==> src/rtl/mtc_pkg.sv <==
package mtc_pkg;

  typedef enum logic [2:0] {
    CLS_NONE,
    CLS_CAP,
    CLS_DEFT,
    CLS_FIXED,
    CLS_ATTR,
    CLS_VBASE,
    CLS_VMASK
  } reg_class_e;

  localparam int unsigned IDX_W      = 32;
  localparam int unsigned LANES      = 8;
  localparam int unsigned LANE_W     = 8;
  localparam int unsigned DATA_W     = LANES * LANE_W;

  localparam logic [IDX_W-1:0] IDX_CAP    = 32'h0000_00FE;
  localparam logic [IDX_W-1:0] IDX_VAR0   = 32'h0000_0200;
  localparam logic [IDX_W-1:0] IDX_FIX64  = 32'h0000_0250;
  localparam logic [IDX_W-1:0] IDX_FIX16A = 32'h0000_0258;
  localparam logic [IDX_W-1:0] IDX_FIX16B = 32'h0000_0259;
  localparam logic [IDX_W-1:0] IDX_FIX4LO = 32'h0000_0268;
  localparam logic [IDX_W-1:0] IDX_FIX4HI = 32'h0000_026F;
  localparam logic [IDX_W-1:0] IDX_ATTR   = 32'h0000_0277;
  localparam logic [IDX_W-1:0] IDX_DEFT   = 32'h0000_02FF;

  localparam logic [DATA_W-1:0] DEFT_KEEP = 64'h0000_0000_0000_0CFF;
  localparam logic [DATA_W-1:0] BASE_RSV  = 64'h0000_0000_0000_0F00;
  localparam logic [DATA_W-1:0] MASK_RSV  = 64'h0000_0000_0000_07FF;
  localparam logic [DATA_W-1:0] CAP_FLAGS = 64'h0000_0000_0000_0500;

  // Bit t set: encoding t legal. Range types take 0,1,4,5,6; attributes add 7.
  localparam logic [7:0] RANGE_SET = 8'h73;
  localparam logic [7:0] ATTR_SET  = 8'hF3;

endpackage

==> src/rtl/mtc_decode.sv <==
module mtc_decode
  import mtc_pkg::*;
#(
  parameter int unsigned NUM_VAR = 8
) (
  input  logic [IDX_W-1:0] idx,
  output reg_class_e       cls
);
  localparam logic [IDX_W-1:0] VAR_SPAN = IDX_W'(2 * NUM_VAR);

  logic [IDX_W-1:0] var_off;
  logic             in_var;
  logic             is_fixed;

  assign var_off  = idx - IDX_VAR0;
  assign in_var   = (idx >= IDX_VAR0) && (var_off < VAR_SPAN);
  assign is_fixed = (idx == IDX_FIX64) || (idx == IDX_FIX16A) || (idx == IDX_FIX16B) ||
                    ((idx >= IDX_FIX4LO) && (idx <= IDX_FIX4HI));

  always_comb begin
    cls = CLS_NONE;
    if (idx == IDX_CAP)       cls = CLS_CAP;
    else if (idx == IDX_DEFT) cls = CLS_DEFT;
    else if (idx == IDX_ATTR) cls = CLS_ATTR;
    else if (is_fixed)        cls = CLS_FIXED;
    else if (in_var)          cls = var_off[0] ? CLS_VMASK : CLS_VBASE;
  end
endmodule

==> src/rtl/mtc_lane_check.sv <==
module mtc_lane_check
  import mtc_pkg::*;
(
  input  logic [DATA_W-1:0] data,
  input  logic              attr_mode,
  output logic              all_ok,
  output logic              low_ok
);
  logic [LANES-1:0] lane_ok;

  for (genvar g = 0; g < LANES; g++) begin : g_lane
    logic [LANE_W-1:0] t;
    logic [7:0]        legal_set;
    assign t         = data[g*LANE_W +: LANE_W];
    assign legal_set = attr_mode ? ATTR_SET : RANGE_SET;
    assign lane_ok[g] = (t < LANE_W'(8)) && legal_set[t[2:0]];
  end

  assign all_ok = &lane_ok;
  // Low lane is always judged as a range type (default and base registers).
  assign low_ok = (data[LANE_W-1:0] < LANE_W'(8)) && RANGE_SET[data[2:0]];
endmodule

==> src/rtl/mtc_resv_check.sv <==
module mtc_resv_check
  import mtc_pkg::*;
#(
  parameter int unsigned PAW_MIN = 36,
  parameter int unsigned PAW_MAX = 52
) (
  input  logic [DATA_W-1:0] data,
  input  logic [5:0]        paw,
  input  logic              is_base,
  output logic              resv_hit
);
  localparam logic [5:0] LO = 6'(PAW_MIN);
  localparam logic [5:0] HI = 6'(PAW_MAX);

  logic [5:0]        eff_paw;
  logic [DATA_W-1:0] high_rsv;
  logic [DATA_W-1:0] all_rsv;

  always_comb begin
    if (paw < LO)      eff_paw = LO;
    else if (paw > HI) eff_paw = HI;
    else               eff_paw = paw;
  end

  assign high_rsv = {DATA_W{1'b1}} << eff_paw;
  assign all_rsv  = high_rsv | (is_base ? BASE_RSV : MASK_RSV);
  assign resv_hit = |(data & all_rsv);
endmodule

==> src/rtl/mtype_wr_check.sv <==
module mtype_wr_check
  import mtc_pkg::*;
#(
  parameter int unsigned NUM_VAR = 8,
  parameter int unsigned PAW_MIN = 36,
  parameter int unsigned PAW_MAX = 52
) (
  input  logic              clk,
  input  logic              rst_n,
  input  logic              in_valid,
  output logic              in_ready,
  input  logic [IDX_W-1:0]  in_index,
  input  logic [DATA_W-1:0] in_data,
  input  logic [5:0]        in_paw,
  output logic              out_valid,
  input  logic              out_ready,
  output logic              out_accept,
  output logic              out_fault,
  output logic              out_cap,
  output logic [DATA_W-1:0] out_rdata
);
  localparam logic [DATA_W-1:0] CAP_VALUE = CAP_FLAGS | DATA_W'(NUM_VAR);

  reg_class_e cls;
  logic       all_ok, low_ok, resv_hit;
  logic       nx_accept, nx_fault, nx_cap;
  logic       take;

  mtc_decode #(.NUM_VAR(NUM_VAR)) u_dec (
    .idx (in_index),
    .cls (cls)
  );

  mtc_lane_check u_lanes (
    .data      (in_data),
    .attr_mode (cls == CLS_ATTR),
    .all_ok    (all_ok),
    .low_ok    (low_ok)
  );

  mtc_resv_check #(.PAW_MIN(PAW_MIN), .PAW_MAX(PAW_MAX)) u_rsv (
    .data     (in_data),
    .paw      (in_paw),
    .is_base  (cls == CLS_VBASE),
    .resv_hit (resv_hit)
  );

  always_comb begin
    nx_accept = 1'b0;
    nx_fault  = 1'b0;
    nx_cap    = 1'b0;
    unique case (cls)
      CLS_CAP:   nx_cap    = 1'b1;
      CLS_DEFT:  nx_accept = ((in_data & ~DEFT_KEEP) == '0) && low_ok;
      CLS_FIXED,
      CLS_ATTR:  nx_accept = all_ok;
      CLS_VBASE: begin
        nx_accept = low_ok && !resv_hit;
        nx_fault  = low_ok && resv_hit;
      end
      CLS_VMASK: begin
        nx_accept = !resv_hit;
        nx_fault  = resv_hit;
      end
      default: ;
    endcase
  end

  assign in_ready = !out_valid || out_ready;
  assign take     = in_valid && in_ready;

  always_ff @(posedge clk) begin
    if (!rst_n) begin
      out_valid  <= 1'b0;
      out_accept <= 1'b0;
      out_fault  <= 1'b0;
      out_cap    <= 1'b0;
      out_rdata  <= '0;
    end else if (take) begin
      out_valid  <= 1'b1;
      out_accept <= nx_accept;
      out_fault  <= nx_fault;
      out_cap    <= nx_cap;
      out_rdata  <= nx_cap ? CAP_VALUE : '0;
    end else if (out_ready) begin
      out_valid  <= 1'b0;
    end
  end


  resp_follows_take_chk: assert property (@(posedge clk) disable iff (!rst_n)
    (in_valid && in_ready) |=> out_valid);


  stall_hold_chk: assert property (@(posedge clk) disable iff (!rst_n)
    (out_valid && !out_ready) |=> (out_valid && $stable(out_accept) &&
                                   $stable(out_fault) && $stable(out_cap) && $stable(out_rdata)));


  fault_excl_chk: assert property (@(posedge clk) disable iff (!rst_n)
    out_valid |-> !(out_fault && out_accept));


  cap_verdict_chk: assert property (@(posedge clk) disable iff (!rst_n)
    (out_valid && out_cap) |-> (!out_accept && !out_fault && out_rdata == CAP_VALUE));


  fault_source_chk: assert property (@(posedge clk) disable iff (!rst_n)
    (in_valid && in_ready && cls != CLS_VBASE && cls != CLS_VMASK) |=> !out_fault);


  reset_idle_chk: assert property (@(posedge clk) !rst_n |=> !out_valid);
endmodule

==> config.mk <==
export PLATFORM = sky130hd
export DESIGN_NAME = mtype_wr_check
export DESIGN_NICKNAME = d
export VERILOG_FILES = /design/src/rtl/mtc_pkg.sv /design/src/rtl/mtc_decode.sv /design/src/rtl/mtc_lane_check.sv /design/src/rtl/mtc_resv_check.sv /design/src/rtl/mtype_wr_check.sv
export SDC_FILE = /design/constraint.sdc
export NUM_CORES = 1
export LEC_CHECK = 0
export CORE_ASPECT_RATIO = 0.8
export CORE_MARGIN = 3
export CORE_UTILIZATION = 30
export DETAILED_ROUTE_END_ITERATION = 8
export HOLD_SLACK_MARGIN = 0.03
export PLACE_DENSITY_LB_ADDON = 0.1
export SYNTH_ARGS = -nofsm -noshare
export SYNTH_HDL_FRONTEND = slang
export SYNTH_HIERARCHICAL = 1
export SYNTH_SLANG_ARGS = --single-unit
==> constraint.sdc <==
create_clock -name clk -period 4.9 [get_ports clk]
set_input_delay 0.98 -clock clk [delete_from_list [all_inputs] [get_ports clk]]
set_output_delay 0.98 -clock clk [all_outputs]
set_load 0.05 [all_outputs]
==> results.rst <==
.. list-table::
   :header-rows: 1

   * - Metric
     - Value
   * - Net Switching
     - ~0.2 mW
   * - Standard-cell rows
     - 26
   * - Number of cells in the finished layout apart from fillers
     - just under 500
   * - Worst Path Required
     - a little over 5 ns
   * - Power per standard cell area
     - about 120 mW/mm2
   * - Multiplexer share of the synthesized area
     - 0.492%
   * - First-pass GRT wire length
     - 11,700 um
   * - Tcrit/Tclk final
     - between 90% and 100%
   * - Cell-by-cell trace of the critical path
     - clkdlybuf4s50_1 -> inv_1 -> ha_1 -> nor4b_1 -> nand4_1 -> a221o_1 -> a221oi_4 -> a32o_2 -> nor3b_1 -> buf_4 -> nand4b_1 -> nand4_1 -> nor4_1 -> and4_1 -> o21ai_0 -> o211ai_1 -> o221a_1
   * - Via count of the first global-routing pass
     - 2,295
   * - Crit. End Element
     - flop
   * - Part of the Yosys area used for sequential elements
     - a little under 4%
   * - Sw Ratio
     - 51.3%
   * - Clock Sinks
     - 4
   * - Time the final worst path needs with I/O delays and setup
     - 4.56 ns
   * - Placed cells
     - around 500
   * - NumNets Final
     - just over 500
   * - TritonCTS clock tree
     - done
   * - Post-Route WL
     - about 8000 um
   * - Combinational share of power
     - between 70% and 80%
   * - Final sum of negative setup slack
     - 0 ns
   * - DRC violations left
     - 0
   * - Setup repair after global routing missed its margin
     - no
   * - Commonest non-fill, non-tap cells in the layout
     - sky130_fd_sc_hd__clkdlybuf4s50_1, sky130_fd_sc_hd__conb_1, sky130_fd_sc_hd__nor4_1, sky130_fd_sc_hd__o21ai_0, sky130_fd_sc_hd__nor2_1
   * - Minimum setup slack in the final design
     - about 0.34 ns
   * - Via count normalized by instance count
     - ~5.3
   * - Share of flip-flops with an asynchronous set or reset
     - 0%
   * - Largest net degree at the start of global routing
     - 10
   * - Effective utilization at floorplan
     - a little under a third
   * - Die Ht
     - between 70 and 80 um
   * - CTS Buf Count
     - 3
   * - Hold violation count in the final report
     - 0
   * - Detailed placer's ending HPWL
     - 7060 um
   * - Weighted congestion at the end of routability-driven global placement
     - roughly 0.96
   * - Unique masters post-synth
     - 67
   * - Least-Margin Pin Slew
     - around 0.5 ns
   * - Complex-gate fraction of the synthesized area
     - around 22%
   * - Fraction of power consumed by sequential logic
     - between 8 and 9%
   * - Die outline area
     - roughly 0.0078 mm2
   * - CTS-repair resized insts
     - 0
   * - Gate count of the mapped netlist
     - between 200 and 300
   * - Number of enable-type register cells in the synthesized netlist
     - 0
   * - Antenna-violating nets left
     - 0
   * - Tightest hold margin
     - between 0.4 and 0.5 ns
   * - Outcome
     - finished, final reports clean
   * - Antenna diode instance count
     - 0
   * - Length of the first detailed-routing pass in iterations
     - 5
   * - Routed vias
     - around 2,600
   * - Clock-pin slew on the worst setup and hold paths
     - about 0.03 ns
   * - Remaining max-slew budget at the tightest pin
     - around 66%
   * - Kind of start point of the critical path
     - input port
   * - Final slew viol count
     - 0
   * - Number of I/O port buffers
     - 113
   * - Number of H-tree levels
     - 1
   * - Synthesis warning total
     - 6
   * - Synth Area in Simple Gates
     - 44.7%
   * - Post-DR wirelength/cell
     - between 15 and 20 um
   * - Total of fill cells in the finished design
     - 661
   * - Floorplan die width
     - around 100 um
   * - Number of synthesized register bits
     - 4
   * - Slowest stage delay, CP
     - roughly 0.6 ns
   * - Syn Std Cell Area
     - a little over 0.002 mm2
   * - Cell with the largest stage delay on the worst path
     - sky130_fd_sc_hd__clkdlybuf4s50_1
   * - I/O pin count
     - between 150 and 200
   * - GRT overflow
     - 0
   * - Cell internal pwr
     - 0.188 mW
   * - Hold buffer count at cts
     - 0
   * - Setup Slack @ Placement
     - 0.101 ns
   * - Clock insertion delay at the later pin of the skew report
     - approximately 0.21 ns
   * - Final number of setup-violating endpoints
     - 0
   * - Top_reg_cell synth
     - sky130_fd_sc_hd__dfxtp_1
   * - Critical path peak fanout
     - 9
   * - Data arrival, critical path
     - about 4.7 ns
   * - Clock Path Buffers
     - 2
   * - Placeable core region
     - 0.00647 mm2
   * - Number of violations of the max-capacitance limit
     - 0
   * - Total power of the final layout
     - 0.387 mW
   * - Fmax
     - 219 MHz
   * - Number of buffers added for setup after CTS
     - 0
   * - Final clock skew
     - ~0.00048 ns
   * - Type of the worst min-delay path
     - reg2reg
   * - Clock root cell
     - sky130_fd_sc_hd__clkbuf_8
   * - Post-Synth Adder-Cell Area
     - between 1 and 1.5%
   * - First-iteration detailed-routing DRC count
     - ~220
   * - Post-synthesis share of cell area spent on xor and xnor gates
     - between 1 and 1.5%
   * - Gr usage total
     - between 10% and 20%
   * - Synthesized area per cell
     - ~7.0 um2
   * - Synthesis-to-layout area growth
     - 52.2%
   * - Kind of critical path
     - in2reg
   * - Share of layout cells above drive strength 1
     - 6.16%
   * - Pleak
     - approximately 1.1 nW
   * - Peak supply drop
     - roughly 50 uV
   * - Main combinational cell family by area after synthesis
     - simple AND/OR/NAND/NOR gates
   * - Leading cell type in the layout, fill and taps excluded
     - sky130_fd_sc_hd__clkdlybuf4s50_1
   * - Number of antenna violations at the first check in global routing
     - 0
   * - Part of the power in the clock network
     - about 17%
   * - Most common cell on crit path
     - sky130_fd_sc_hd__nand4_1
synth_stat cells (all sizes together) (5+ instances only):
cell type  instances  area share (%)
nor3              10             2.5
nand2b             5             1.7
nor2              15             2.8
o21ai             20             4.9
nand3             12             3.2
buf               64              24
nand4             11             3.4
a21oi              8             2.0
nand2             15             3.0
nor4b              5             2.5
nor4              37              15
inv               14             2.6
stage by stage:
stage | instance area, um2 | utilization, %
finish | 3090 | 47.8
global route | 3090 | 47.8
CTS | 3080 | 47.6
detailed placement | 3040 | 47.0
global placement | 3040 | 47.0
floorplan | 2260 | -
sequential cells by signal (all words and copies together) (netlist names):
name	flops
out_fault	1
out_rdata	1
out_valid	1
out_accept	1
metal layers:
| metal | share of wire [%] | routed length [um] | GRT usage, % |
|---|---|---|---|
| met4 | 0.11 | 9 | 2.35 |
| met3 | 9.3 | 743 | 1.57 |
| met1 | 46 | 3710 | 28.2 |
| met2 | 44 | 3560 | 28.5 |
| met5 | 0 | 0 | 0 |
layout make-up:
class,count,area (um2),area share [%]
multi-input combinational,268,1650,53.5
inverter,14,52.6,1.70
sequential,4,80.1,2.59
tap,84,105,3.40
timing repair buffer,117,1160,37.5
clock buffer,3,41.3,1.33
power by group through the flow:
stage	Clock (mW)	Sequential (mW)	Combinational, mW
floorplan	0	0.0384	0.183
global placement	0	0.0349	0.281
detailed placement	0	0.0350	0.280
CTS	0.0694	0.0346	0.281
global route	0.0722	0.0346	0.299
finish	0.0670	0.0345	0.285
worst paths after layout:
check | cells past startpoint | slack, ns | to | from
max | 17 | 0.34 | out_accept$_SDFFE_PN0P_ | in_index[10]
min | 2 | 0.46 | out_fault$_SDFFE_PN0P_ | out_fault$_SDFFE_PN0P_
max reg2reg | 4 | 3.69 | out_rdata[8]$_SDFFE_PN0P_ | out_valid$_SDFFE_PN0P_
min reg2reg | 2 | 0.46 | out_fault$_SDFFE_PN0P_ | out_fault$_SDFFE_PN0P_
worst max-delay path, delay by kind of cell:
| family | cells | cell delay [ns] |
|---|---|---|
| adder cells (fa/ha/maj) | 1 | 0.28 |
| AO/OA/AOI/OAI | 6 | 1.25 |
| buffers and inverters | 3 | 0.90 |
| AND/OR/NAND/NOR | 7 | 1.32 |
kinds of logic (layout without fill, tap and decap cells):
group	Yosys count	in the layout
muxes	1	1
and+or+nand+nor	137	137
buffers and inverters	79	134
other	1	61
xor gates and xnor gates	3	3
DFF	4	4
AOI/OAI and AO/OA	64	64
adders and majority gates	2	2
(Power assumes the default switching activity.)
